<file path="config.mk">
export PLATFORM = sky130hd
export DESIGN_NAME = vc_irq_merge
export DESIGN_NICKNAME = d
export VERILOG_FILES = /design/src/rtl/vc_irq_pkg.sv /design/src/rtl/phy_err_detect.sv /design/src/rtl/vc_flag_bank.sv /design/src/rtl/vc_irq_merge.sv
export SDC_FILE = /design/constraint.sdc
export NUM_CORES = 1
export LEC_CHECK = 0
export BUFFER_PORTS_ARGS = -buffer_cell sky130_fd_sc_hd__buf_2
export CORE_MARGIN = 4
export CORE_UTILIZATION = 25
export DETAILED_ROUTE_END_ITERATION = 10
export PLACE_DENSITY_LB_ADDON = 0.12
export SLEW_MARGIN = 20
export SYNTH_ARGS = -nofsm -noshare
export SYNTH_HDL_FRONTEND = slang
export SYNTH_SLANG_ARGS = --single-unit
</file>
<file path="constraint.sdc">
create_clock -name clk -period 4 [get_ports clk]
set_input_delay 0.8 -clock clk [delete_from_list [all_inputs] [get_ports clk]]
set_output_delay 0.8 -clock clk [all_outputs]
set_load 0.03 [all_outputs]
</file>
<file path="src/rtl/vc_irq_pkg.sv">
package vc_irq_pkg;
    localparam int unsigned DATA_W        = 32;
    localparam int unsigned DEF_NUM_CH    = 4;
    localparam int unsigned DEF_EVT_W     = 8;
    localparam int unsigned DEF_GRP_W     = 5;
    localparam int unsigned REG_CHAN_ON   = 0;
    localparam int unsigned REG_IRQ_EN    = 1;
    localparam int unsigned REG_IRQ_STAT  = 2;
    localparam int unsigned REG_MASK_BASE = 4;
endpackage

</file>
<file path="src/rtl/phy_err_detect.sv">
module phy_err_detect #(
    parameter int unsigned GRP_W = 5
) (
    input  logic             clk,
    input  logic             rst_n,
    input  logic [GRP_W-1:0] sync_err,
    input  logic [GRP_W-1:0] esc_err,
    input  logic [GRP_W-1:0] ctrl_err,
    input  logic [GRP_W-1:0] lp0_cont,
    input  logic [GRP_W-1:0] lp1_cont,
    output logic             err_hit
);
    typedef struct packed {
        logic [GRP_W-1:0] esc_prev;
    } det_t;

    det_t det_d, det_q;
    logic level_hit;
    logic edge_hit;

    always_comb begin
        det_d          = det_q;
        det_d.esc_prev = esc_err;
        level_hit      = |{sync_err, ctrl_err, lp0_cont, lp1_cont};
        edge_hit       = |(esc_err & ~det_q.esc_prev);
        err_hit        = level_hit | edge_hit;
    end

    always_ff @(posedge clk) begin
        if (!rst_n) det_q <= '0;
        else        det_q <= det_d;
    end
endmodule

</file>
<file path="src/rtl/vc_flag_bank.sv">
module vc_flag_bank #(
    parameter int unsigned EVT_W = 8
) (
    input  logic             clk,
    input  logic             rst_n,
    input  logic             ch_on,
    input  logic [EVT_W-1:0] evt,
    input  logic [EVT_W-1:0] clr,
    input  logic [EVT_W-1:0] mask,
    output logic [EVT_W-1:0] flags,
    output logic             pending
);
    typedef struct packed {
        logic [EVT_W-1:0] flags;
    } bank_t;

    bank_t bank_d, bank_q;

    // set wins over clear: the OR of the new events is applied last
    always_comb begin
        bank_d       = bank_q;
        bank_d.flags = (bank_q.flags & ~clr) | (ch_on ? evt : '0);
    end

    always_ff @(posedge clk) begin
        if (!rst_n) bank_q <= '0;
        else        bank_q <= bank_d;
    end

    assign flags   = bank_q.flags;
    assign pending = |(bank_q.flags & mask);
endmodule

</file>
<file path="src/rtl/vc_irq_merge.sv">
module vc_irq_merge
    import vc_irq_pkg::*;
#(
    parameter int unsigned NUM_CH = DEF_NUM_CH,
    parameter int unsigned EVT_W  = DEF_EVT_W,
    parameter int unsigned GRP_W  = DEF_GRP_W,
    localparam int unsigned FLAG_BASE = REG_MASK_BASE + NUM_CH,
    localparam int unsigned AW        = $clog2(FLAG_BASE + NUM_CH)
) (
    input  logic                    clk,
    input  logic                    rst_n,
    input  logic                    reg_wr,
    input  logic [AW-1:0]           reg_addr,
    input  logic [DATA_W-1:0]       reg_wdata,
    output logic [DATA_W-1:0]       reg_rdata,
    input  logic [NUM_CH*EVT_W-1:0] vc_evt,
    input  logic [GRP_W-1:0]        phy_sync_err,
    input  logic [GRP_W-1:0]        phy_esc_err,
    input  logic [GRP_W-1:0]        phy_ctrl_err,
    input  logic [GRP_W-1:0]        phy_lp0_cont,
    input  logic [GRP_W-1:0]        phy_lp1_cont,
    input  logic                    disp_irq,
    output logic                    link_irq,
    output logic                    subsys_irq
);
    localparam int unsigned USED_W = (EVT_W > NUM_CH + 1) ? EVT_W : NUM_CH + 1;

    typedef struct packed {
        logic [NUM_CH-1:0]            chan_on;
        logic [NUM_CH:0]              irq_en;
        logic [NUM_CH-1:0][EVT_W-1:0] mask;
        logic                         phy_stat;
        logic                         link_irq;
    } regs_t;

    regs_t                   reg_d, reg_q;
    logic [NUM_CH*EVT_W-1:0] flag_all;
    logic [NUM_CH*EVT_W-1:0] clr_all;
    logic [NUM_CH*EVT_W-1:0] mask_all;
    logic [NUM_CH-1:0]       pend;
    logic [NUM_CH:0]         glb_stat;
    logic                    clr_phy;
    logic                    phy_hit;
    logic                    unused_wdata;

    assign unused_wdata = ^reg_wdata[DATA_W-1:USED_W];
    assign mask_all     = reg_q.mask;
    assign glb_stat     = {reg_q.phy_stat, pend};

    phy_err_detect #(.GRP_W(GRP_W)) u_phy (
        .clk      (clk),
        .rst_n    (rst_n),
        .sync_err (phy_sync_err),
        .esc_err  (phy_esc_err),
        .ctrl_err (phy_ctrl_err),
        .lp0_cont (phy_lp0_cont),
        .lp1_cont (phy_lp1_cont),
        .err_hit  (phy_hit)
    );

    for (genvar g = 0; g < NUM_CH; g++) begin : g_bank
        vc_flag_bank #(.EVT_W(EVT_W)) u_bank (
            .clk     (clk),
            .rst_n   (rst_n),
            .ch_on   (reg_q.chan_on[g]),
            .evt     (vc_evt[g*EVT_W +: EVT_W]),
            .clr     (clr_all[g*EVT_W +: EVT_W]),
            .mask    (reg_q.mask[g]),
            .flags   (flag_all[g*EVT_W +: EVT_W]),
            .pending (pend[g])
        );
    end

    // write-one-to-clear strobes
    always_comb begin
        clr_all = '0;
        clr_phy = reg_wr && (reg_addr == AW'(REG_IRQ_STAT)) && reg_wdata[NUM_CH];
        for (int ch = 0; ch < NUM_CH; ch++) begin
            if (reg_wr && (reg_addr == AW'(FLAG_BASE + ch)))
                clr_all[ch*EVT_W +: EVT_W] = reg_wdata[EVT_W-1:0];
        end
    end

    // next-state of configuration, error flag and interrupt
    always_comb begin
        reg_d = reg_q;
        if (reg_wr) begin
            if (reg_addr == AW'(REG_CHAN_ON)) reg_d.chan_on = reg_wdata[NUM_CH-1:0];
            if (reg_addr == AW'(REG_IRQ_EN))  reg_d.irq_en  = reg_wdata[NUM_CH:0];
            for (int ch = 0; ch < NUM_CH; ch++) begin
                if (reg_addr == AW'(REG_MASK_BASE + ch)) reg_d.mask[ch] = reg_wdata[EVT_W-1:0];
            end
        end
        reg_d.phy_stat = (reg_q.phy_stat & ~clr_phy) | (phy_hit & reg_q.irq_en[NUM_CH]);
        reg_d.link_irq = |(glb_stat & reg_q.irq_en);
    end

    always_ff @(posedge clk) begin
        if (!rst_n) reg_q <= '0;
        else        reg_q <= reg_d;
    end

    // read mux
    always_comb begin
        reg_rdata = '0;
        if (reg_addr == AW'(REG_CHAN_ON))  reg_rdata = DATA_W'(reg_q.chan_on);
        if (reg_addr == AW'(REG_IRQ_EN))   reg_rdata = DATA_W'(reg_q.irq_en);
        if (reg_addr == AW'(REG_IRQ_STAT)) reg_rdata = DATA_W'(glb_stat);
        for (int ch = 0; ch < NUM_CH; ch++) begin
            if (reg_addr == AW'(REG_MASK_BASE + ch)) reg_rdata = DATA_W'(reg_q.mask[ch]);
            if (reg_addr == AW'(FLAG_BASE + ch))     reg_rdata = DATA_W'(flag_all[ch*EVT_W +: EVT_W]);
        end
    end

    assign link_irq   = reg_q.link_irq;
    assign subsys_irq = reg_q.link_irq | disp_irq;
endmodule

</file>
==> results.sh, run 1 <==
export IMPL_powerDensity_nw_per_um2=387
export IMPL_nets=670
export IMPL_dp_hpwl_um=11100
export IMPL_cts_num_sinks=80
export IMPL_power_static_leakage_nw=1.97
export IMPL_ctsResizeCount=0
export IMPL_start_util_pct=25.5
export IMPL_htreeDepth=3
export IMPL_antenna_found_initial=0
export IMPL_cts_tree="done"
export IMPL_num_antenna_cells=0
export IMPL_num_rows=48
export IMPL_worstHoldEndpoint="glb_stat[4]"
export IMPL_crit_fanout=31
export IMPL_hold_violations=0
export IMPL_power_w=0.00201
export IMPL_reg2reg_depth=5
export IMPL_post_cts_buffers=0
export IMPL_hold_buffers=0
export IMPL_grt_usage_pct=15.8
export IMPL_max_slew_margin_pct=55.8
export IMPL_seq_area_frac_synth_pct=36.4
export IMPL_numCtsBuffers=9
export IMPL_highest_layer="met4"
export IMPL_grt_max_degree=81
export IMPL_fin_worst_skew_ns=0.00496
export IMPL_multi_input_area_um2=2470
export IMPL_register_area_um2=1600
export IMPL_cts_buffer_depth=2
export IMPL_die_h_um=141
export IMPL_rsz0062_at_grt="false"
export IMPL_wl_met2_um=6970
export IMPL_dieWidth_um=141
export IMPL_hold_ws_ns=0.485
export IMPL_finalMaxSlewViolations=0
export IMPL_finalSetupViolations=0
export IMPL_ys_ff_latch=80
export IMPL_max_cap_viol_count=0
export IMPL_wl_met1_um=7630
export IMPL_core_um2=17300
export IMPL_syn_area_um2=4410
export IMPL_die_area_um2=19800
export IMPL_vias=3995
export IMPL_syn_to_final_growth_pct=17.8
export IMPL_synth_edff_count=0
export IMPL_r2r_end="link_irq"
export IMPL_start_kind="input port"
export IMPL_ir_drop_v=0.000194
export IMPL_dr_pass1_iters=6
export IMPL_gp_congestion=0.892
export IMPL_crit_arrival_ns=2.68
export IMPL_clk_pin_slew_ns=0.06
export IMPL_n_fill_cell=1869
export IMPL_setup_tns_ns=0
export IMPL_detailroute_wirelength_met3_um=762
export IMPL_synth_cells=519
export IMPL_grt_pass1_vias=3910
export IMPL_path_class="in2out"
export IMPL_wl_um=15600
export IMPL_outcome="finished clean"
export IMPL_hold_start="glb_stat[4]"
export IMPL_syn_area_per_cell_um2=8.49
export IMPL_post_route_drc_count=0
export IMPL_yosysWarnings=0
export IMPL_root_buffer="clkbuf_16"
export IMPL_pre_cts_ws_ns=0.527
export IMPL_dp_cells=787
export IMPL_async_flop_share_pct=0
export IMPL_setup_slack_ns=0.524
export IMPL_overflow=0
export IMPL_endpoint_kind="primary output"
export IMPL_grt_pass1_wl_um=23900
export IMPL_synthFlopType="dfxtp_1"
export IMPL_vias_per_cell=4.98
export IMPL_final_common_cell="buf_2"
export IMPL_min_delay_path_depth=2
export IMPL_synth_distinct_cells=49
export IMPL_portBuffers=82
export IMPL_reg2reg_from="g_bank[1].u_bank.flags[2]"
export IMPL_final_cell_mix="buf_2 (81), dfxtp_1 (80), nor2b_1 (71)"
export IMPL_layout_drive_gt1_share_pct=18.7
export IMPL_io_pins=131
export IMPL_fin_crit_sh_pct=86.9
export IMPL_hold_path_class="reg2reg"
export IMPL_timing_fmax_ghz=0.288
export IMPL_tightest_slew_ns=0.664
export IMPL_clk_latency_ns=0.34
export IMPL_reg2reg_setup_slack_ns=2.25
export IMPL_drtIter0Drc=277
export IMPL_cp_data_required_time_ns=3.20
export IMPL_timing_final_crit_period_ns=3.48
export IMPL_final_cells=802
export IMPL_ant_nets=0
export IMPL_wl_per_cell_um=19.4
==> where the power goes <==
| group | switching, W | total [W] | internal, W |
|---|---|---|---|
| Combinational | 0.000157 | 0.000239 | 0.0000819 |
| Sequential | 0.0000104 | 0.000818 | 0.000808 |
| Clock | 0.000328 | 0.000952 | 0.000624 |
==> state kept, by name (all words and copies together) (netlist names) <==
| register | count |
|---|---|
| g_bank.u_bank.flags | 32 |
| mask_all | 32 |
| reg_q | 9 |
| u_phy.det_q | 5 |
| glb_stat | 1 |
| link_irq | 1 |
==> synthesized netlist by cell type (all sizes together) (2+ instances only) <==
master	n	area, µm²
buf	41	285
a21boi	10	75.1
nand2b	7	43.8
clkbuf	29	109
a22oi	47	353
nor4	5	31.3
a211oi	2	15.0
a22o	6	52.6
nor2b	71	444
nor2	11	41.3
o221ai	4	35.0
a21oi	10	50.1
and2	9	58.8
and3	4	25.0
nand2	54	203
nand3	18	95.1
mux2i	40	400
a221oi	8	70.1
dfxtp	80	1600
a222oi	4	40.0
o2111ai	2	17.5
nor3b	3	27.5
inv	7	26.3
o22ai	9	56.3
nand4	3	18.8
nor3	4	20.0
a21o	2	15.0
o21ai	14	70.1
==> through the flow <==
stage / instance area (µm²) / utilization (%)
6_report: 5190 / 30.0
5_1_grt: 5190 / 30.0
4_1_cts: 5190 / 30.0
3_5_place_dp: 4850 / 28.0
3_3_place_gp: 4850 / 28.0
2_1_floorplan: 4490 / -
==> critical path, cell delays in order <==
cell	delay, ns
buf_2	0.28
nor3b_1	0.50
nand2_1	0.11
a221oi_1	0.33
nor3_1	0.09
a211oi_1	0.29
buf_2	0.26
==> logic make-up after synthesis <==
| logic type | count (synthesis) | share of synthesized area [%] |
|---|---|---|
| AOI/OAI and AO/OA | 127 | 21.0 |
| buffers and inverters | 77 | 9.54 |
| DFF | 80 | 36.4 |
| muxes | 40 | 9.09 |
| other | 1 | 0.0851 |
| and+or+nand+nor | 194 | 23.9 |
==> worst max-delay path by stage <==
| stage | from | end | slack [ns] | cells past startpoint |
|---|---|---|---|---|
| floorplan | reg_addr[0] | reg_rdata[7] | 0.69 | 7 |
| global placement | reg_addr[0] | reg_rdata[7] | 0.54 | 7 |
| detailed placement | reg_addr[0] | reg_rdata[7] | 0.53 | 7 |
| CTS | reg_addr[0] | reg_rdata[7] | 0.50 | 7 |
| global route | reg_addr[3] | reg_rdata[7] | 0.32 | 7 |
| finish | reg_addr[0] | reg_rdata[7] | 0.52 | 7 |
==> area by class of cell <==
| class | count | area share (%) |
|---|---|---|
| clock buffers | 12 | 4.75 |
| clock inverters | 3 | 1.74 |
| inverters | 7 | 0.506 |
| multi-input cells | 385 | 47.6 |
| flip-flops and latches | 80 | 30.9 |
| well taps | 225 | 5.43 |
| repair buffers | 90 | 9.12 |
==> per-layer routing <==
metal  vias to the layer above  GRT usage [%]
li1                       1920              -
met1                      1934           22.5
met2                       127           24.2
met3                        14           2.88
met4                         0           4.69
met5                         -              0
Note: power is estimated with default switching activity, not from simulation.
==> run 2, diff against run 1 <==
--- a/config.mk
+++ b/config.mk
@@ -7,7 +7,7 @@
 export LEC_CHECK = 0
 export BUFFER_PORTS_ARGS = -buffer_cell sky130_fd_sc_hd__buf_2
 export CORE_MARGIN = 4
-export CORE_UTILIZATION = 25
+export CORE_UTILIZATION = 56
 export DETAILED_ROUTE_END_ITERATION = 10
 export PLACE_DENSITY_LB_ADDON = 0.12
 export SLEW_MARGIN = 20
==> run 2 against run 1 <==
Net effect:
- setup slack got worse by 0.036 ns
- critical endpoint is now reg_rdata[4]
- die area decreased by 53%
- sequential share of layout area increased by 1.6 points
- power decreased by 13%
- combinational power decreased by 3%
- highest routed layer unchanged
- first-iteration DRC count increased by 42%
- flip-flop and latch count unchanged
- largest cell class unchanged
==> results.sh, run 2 (synthesis gave the netlist of run 1 again) <==
export IMPL_r2r_end="link_irq"
export IMPL_wl_met2_um=5830
export IMPL_post_cts_buffers=0
export IMPL_worstHoldEndpoint="glb_stat[4]"
export IMPL_fin_worst_skew_ns=0.0120
export IMPL_setup_tns_ns=0
export IMPL_wl_met1_um=5490
export IMPL_post_route_drc_count=0
export IMPL_final_cells=679
export IMPL_num_antenna_cells=0
export IMPL_hold_buffers=0
export IMPL_grt_pass1_vias=3874
export IMPL_multi_input_area_um2=2470
export IMPL_final_common_cell="buf_2"
export IMPL_die_h_um=96.7
export IMPL_grt_pass1_wl_um=20100
export IMPL_ant_nets=0
export IMPL_root_buffer="clkbuf_8"
export IMPL_cts_buffer_depth=2
export IMPL_powerDensity_nw_per_um2=356
export IMPL_wl_per_cell_um=19.1
export IMPL_clk_latency_ns=0.36
export IMPL_ir_drop_v=0.000236
export IMPL_dp_hpwl_um=9110
export IMPL_cts_tree="done"
export IMPL_grt_max_degree=81
export IMPL_fin_crit_sh_pct=87.8
export IMPL_final_cell_mix="buf_2 (81), dfxtp_1 (80), nor2b_1 (71)"
export IMPL_htreeDepth=3
export IMPL_drtIter0Drc=394
export IMPL_overflow=0
export IMPL_layout_drive_gt1_share_pct=18.9
export IMPL_wl_um=13000
export IMPL_clk_pin_slew_ns=0.07
export IMPL_max_slew_margin_pct=57.8
export IMPL_syn_to_final_growth_pct=12.0
export IMPL_max_cap_viol_count=0
export IMPL_start_util_pct=57.3
export IMPL_fin_area_um2=4930
export IMPL_gp_congestion=0.976
export IMPL_vias=4091
export IMPL_power_static_leakage_nw=1.92
export IMPL_min_delay_path_depth=2
export IMPL_io_pins=131
export IMPL_rsz0062_at_grt="false"
export IMPL_antenna_found_initial=0
export IMPL_numCtsBuffers=9
export IMPL_portBuffers=82
export IMPL_core_um2=7690
export IMPL_reg2reg_setup_slack_ns=2.37
export IMPL_finalMaxSlewViolations=0
export IMPL_dpl_cell_area_um2=4700
export IMPL_detailroute_wirelength_met3_um=1380
export IMPL_timing_final_crit_period_ns=3.51
export IMPL_grt_usage_pct=26.5
export IMPL_reg2reg_depth=5
export IMPL_highest_layer="met4"
export IMPL_dp_cells=664
export IMPL_endpoint_kind="primary output"
export IMPL_hold_violations=0
export IMPL_dr_pass1_iters=6
export IMPL_cts_num_sinks=80
export IMPL_n_fill_cell=695
export IMPL_ctsResizeCount=0
export IMPL_hold_path_class="reg2reg"
export IMPL_start_kind="input port"
export IMPL_dieWidth_um=96.7
export IMPL_cp_data_required_time_ns=3.20
export IMPL_path_class="in2out"
export IMPL_tightest_slew_ns=0.633
export IMPL_nets=670
export IMPL_num_rows=32
export IMPL_register_area_um2=1600
export IMPL_vias_per_cell=6.03
export IMPL_die_area_um2=9350
export IMPL_hold_start="glb_stat[4]"
export IMPL_reg2reg_from="g_bank[1].u_bank.flags[2]"
export IMPL_outcome="finished clean"
export IMPL_timing_fmax_ghz=0.285
export IMPL_crit_fanout=25
export IMPL_finalSetupViolations=0
export IMPL_crit_arrival_ns=2.71
==> run 2: stage by stage <==
step,setup WS [ns],utilization [%],total power [W],hold WS [ns]
after floorplan,0.689,-,0.00100,0.449
after global placement,0.586,61.1,0.00106,0.471
after detailed placement,0.588,61.1,0.00106,0.482
after CTS,0.544,64.1,0.00175,0.493
after global routing,0.370,64.2,0.00180,0.531
final,0.488,64.2,0.00175,0.485
==> run 2: cell type report <==
cell class	count	share of cell area, %
clock buffers	10	2.59
clock inverters	5	2.16
inverters	7	0.533
multi-input cells	385	50.1
flip-flops and latches	80	32.5
well taps	102	2.59
repair buffers	90	9.59
==> run 2: report_power, final <==
part / leakage [nW] / switching (W) / internal, W
clock: 0.113 / 0.000294 / 0.000413
combinational: 1.16 / 0.000149 / 0.0000820
sequential: 0.647 / 0.0000101 / 0.000806
total: 1.92 / 0.000454 / 0.00130
==> run 2: worst max path at each step <==
| stage | to | cells after the start | slack, ns | startpoint |
|---|---|---|---|---|
| finish | reg_rdata[4] | 8 | 0.49 | reg_addr[2] |
| global route | reg_rdata[7] | 7 | 0.37 | reg_addr[2] |
| CTS | reg_rdata[4] | 8 | 0.54 | reg_addr[2] |
| detailed placement | reg_rdata[4] | 8 | 0.59 | reg_addr[2] |
| global placement | reg_rdata[7] | 7 | 0.59 | reg_addr[2] |
| floorplan | reg_rdata[7] | 7 | 0.69 | reg_addr[0] |
==> run 2: critical path, stage by stage <==
cell and delay (ns):
buf_2 0.41, nor2b_1 0.40, buf_4 0.21, a22o_1 0.16, a2bb2oi_1 0.08, a22o_1 0.23
a21oi_1 0.18, buf_2 0.23
==> run 2: layer usage <==
metal	up-vias	GRT usage, %
li1	1909	-
met1	1921	35.5
met2	235	41.8
met5	-	0
met3	26	6.49
met4	0	9.07
==> run 3, diff against run 2 <==
--- a/config.mk
+++ b/config.mk
@@ -7,7 +7,8 @@
 export LEC_CHECK = 0
 export BUFFER_PORTS_ARGS = -buffer_cell sky130_fd_sc_hd__buf_2
 export CORE_MARGIN = 4
-export CORE_UTILIZATION = 56
+export CORE_UTILIZATION = 54
+export CTS_BUF_LIST = sky130_fd_sc_hd__clkbuf_8
 export DETAILED_ROUTE_END_ITERATION = 10
 export PLACE_DENSITY_LB_ADDON = 0.12
 export SLEW_MARGIN = 20
==> constraint.sdc (replaced) <==
create_clock -name clk -period 3.43 [get_ports clk]
set_input_delay 0.686 -clock clk [delete_from_list [all_inputs] [get_ports clk]]
set_output_delay 0.686 -clock clk [all_outputs]
set_load 0.03 [all_outputs]
==> run 3 against run 2 <==
Net effect:
- first-iteration DRC count is 12% higher
- global-route usage is 0.27 points lower
- highest routed layer unchanged
- clock power is 4.1% higher
==> results.sh, run 3 (synthesis gave the netlist of run 1 again) <==
export IMPL_setup_tns_ns=0
export IMPL_antenna_found_initial=0
export IMPL_num_rows=32
export IMPL_crit_top_cell="buf_2"
export IMPL_worstHoldEndpoint="glb_stat[4]"
export IMPL_hold_start="glb_stat[4]"
export IMPL_r2r_end="link_irq"
export IMPL_crit_fanout=22
export IMPL_dp_cells=668
export IMPL_grt_pass1_wl_um=20200
export IMPL_dp_hpwl_um=9220
export IMPL_crit_slowest_cell="a222oi_1"
export IMPL_timing_final_crit_period_ns=3.14
export IMPL_path_class="in2out"
export IMPL_reg2reg_from="g_bank[1].u_bank.flags[2]"
export IMPL_grt_pass1_vias=3886
export IMPL_outcome="finished clean"
export IMPL_grt_usage_pct=26.2
export IMPL_power_static_leakage_nw=1.94
export IMPL_reg2reg_setup_slack_ns=1.80
export IMPL_die_area_um2=9670
export IMPL_wl_per_cell_um=18.9
export IMPL_htreeDepth=3
export IMPL_min_delay_path_depth=2
export IMPL_fin_util_pct=63.0
export IMPL_post_route_drc_count=0
export IMPL_overflow=0
export IMPL_cts_tree="done"
export IMPL_gp_congestion=0.969
export IMPL_io_pins=131
export IMPL_wl_um=12900
export IMPL_timing_fmax_ghz=0.318
export IMPL_rsz0062_at_grt="false"
export IMPL_clk_pin_slew_ns=0.07
export IMPL_hold_path_class="reg2reg"
export IMPL_start_util_pct=56.1
export IMPL_cts_num_sinks=80
export IMPL_ir_drop_v=0.000296
export IMPL_layout_drive_gt1_share_pct=19.4
export IMPL_clk_latency_ns=0.35
export IMPL_num_antenna_cells=0
export IMPL_power_w=0.00196
export IMPL_dieWidth_um=98.3
export IMPL_n_fill_cell=688
export IMPL_root_buffer="clkbuf_8"
export IMPL_drtIter0Drc=442
export IMPL_portBuffers=82
export IMPL_fin_crit_sh_pct=91.6
export IMPL_max_slew_margin_pct=59.8
export IMPL_endpoint_kind="primary output"
export IMPL_post_cts_buffers=0
export IMPL_hold_buffers=0
export IMPL_finalSetupViolations=0
export IMPL_max_cap_viol_count=0
export IMPL_fin_worst_skew_ns=0.00906
export IMPL_vias_per_cell=6.02
export IMPL_crit_arrival_ns=2.45
export IMPL_tightest_slew_ns=0.603
export IMPL_final_cells=684
export IMPL_start_kind="input port"
export IMPL_core_um2=7850
export IMPL_vias=4115
export IMPL_grt_max_degree=81
export IMPL_cp_data_required_time_ns=2.74
export IMPL_reg2reg_depth=5
export IMPL_die_h_um=98.3
export IMPL_hold_violations=0
export IMPL_finalMaxSlewViolations=0
export IMPL_pre_cts_ws_ns=0.355
export IMPL_ctsResizeCount=0
export IMPL_dr_pass1_iters=8
export IMPL_nets=674
export IMPL_final_cell_mix="buf_2 (81), dfxtp_1 (80), nor2b_1 (71)"
export IMPL_cts_buffer_depth=2
export IMPL_ant_nets=0
export IMPL_powerDensity_nw_per_um2=397
export IMPL_setup_slack_ns=0.290
export IMPL_numCtsBuffers=9
export IMPL_final_common_cell="buf_2"
export IMPL_slowest_delay_ns=0.43
export IMPL_syn_to_final_growth_pct=12.2
export IMPL_path_cells="buf_2 -> and3b_1 -> and2_4 -> a222oi_1 -> nand3_1 -> buf_2"
[run 3: cell types whose count changed in the layout (fill, tap and decap cells not counted), sizes merged]
cell,before,now
buf,90,94
bufinv,3,2
clkbuf,10,9
clkinv,1,2
inv,7,9
[run 3: worst max path at each step]
| stage | from | endpoint | slack, ns | cells past startpoint |
|---|---|---|---|---|
| after floorplan | reg_addr[0] | reg_rdata[7] | 0.35 | 7 |
| after global placement | reg_addr[3] | reg_rdata[3] | 0.37 | 6 |
| after detailed placement | reg_addr[3] | reg_rdata[1] | 0.36 | 6 |
| after CTS | reg_addr[3] | reg_rdata[1] | 0.35 | 6 |
| after global routing | reg_addr[3] | reg_rdata[1] | 0.19 | 6 |
| final | reg_addr[3] | reg_rdata[1] | 0.29 | 6 |
[run 3: final cells by class]
class | instances | area [µm²] | area share [%]
Clock inverter | 7 | 88.8 | 1.80
Clock buffer | 9 | 124 | 2.51
Sequential cell | 80 | 1600 | 32.4
Multi-Input combinational cell | 385 | 2470 | 50.0
Inverter | 7 | 26.3 | 0.532
Timing Repair Buffer | 94 | 503 | 10.2
Tap cell | 102 | 128 | 2.58
[run 3: per-layer routing]
layer / global-route usage (%) / wire [µm]
met2: 42.4 / 6070
met3: 6.93 / 1240
met4: 6.72 / 275
met5: 0 / 0
met1: 34.9 / 5350
[run 3: worst max-delay path: cells and delay by family]
family / cells / cell delay, ns
AND/OR/NAND/NOR: 3 / 0.78
buffers and inverters: 2 / 0.55
AO/OA/AOI/OAI: 1 / 0.43
[run 3: through the flow]
step	instance area [µm²]	hold slack [ns]
final	4940	0.503
after global routing	4940	0.521
after CTS	4940	0.500
after detailed placement	4730	0.489
after global placement	4730	0.474
after floorplan	4490	0.449
[run 3: power by group]
part           leakage (nW)  total (W)  switching [W]  internal [W]
clock network         0.112   0.000736       0.000331      0.000405
registers             0.647   0.000952      0.0000119      0.000941
logic                  1.18   0.000273       0.000175     0.0000984
total                  1.94    0.00196       0.000518       0.00144
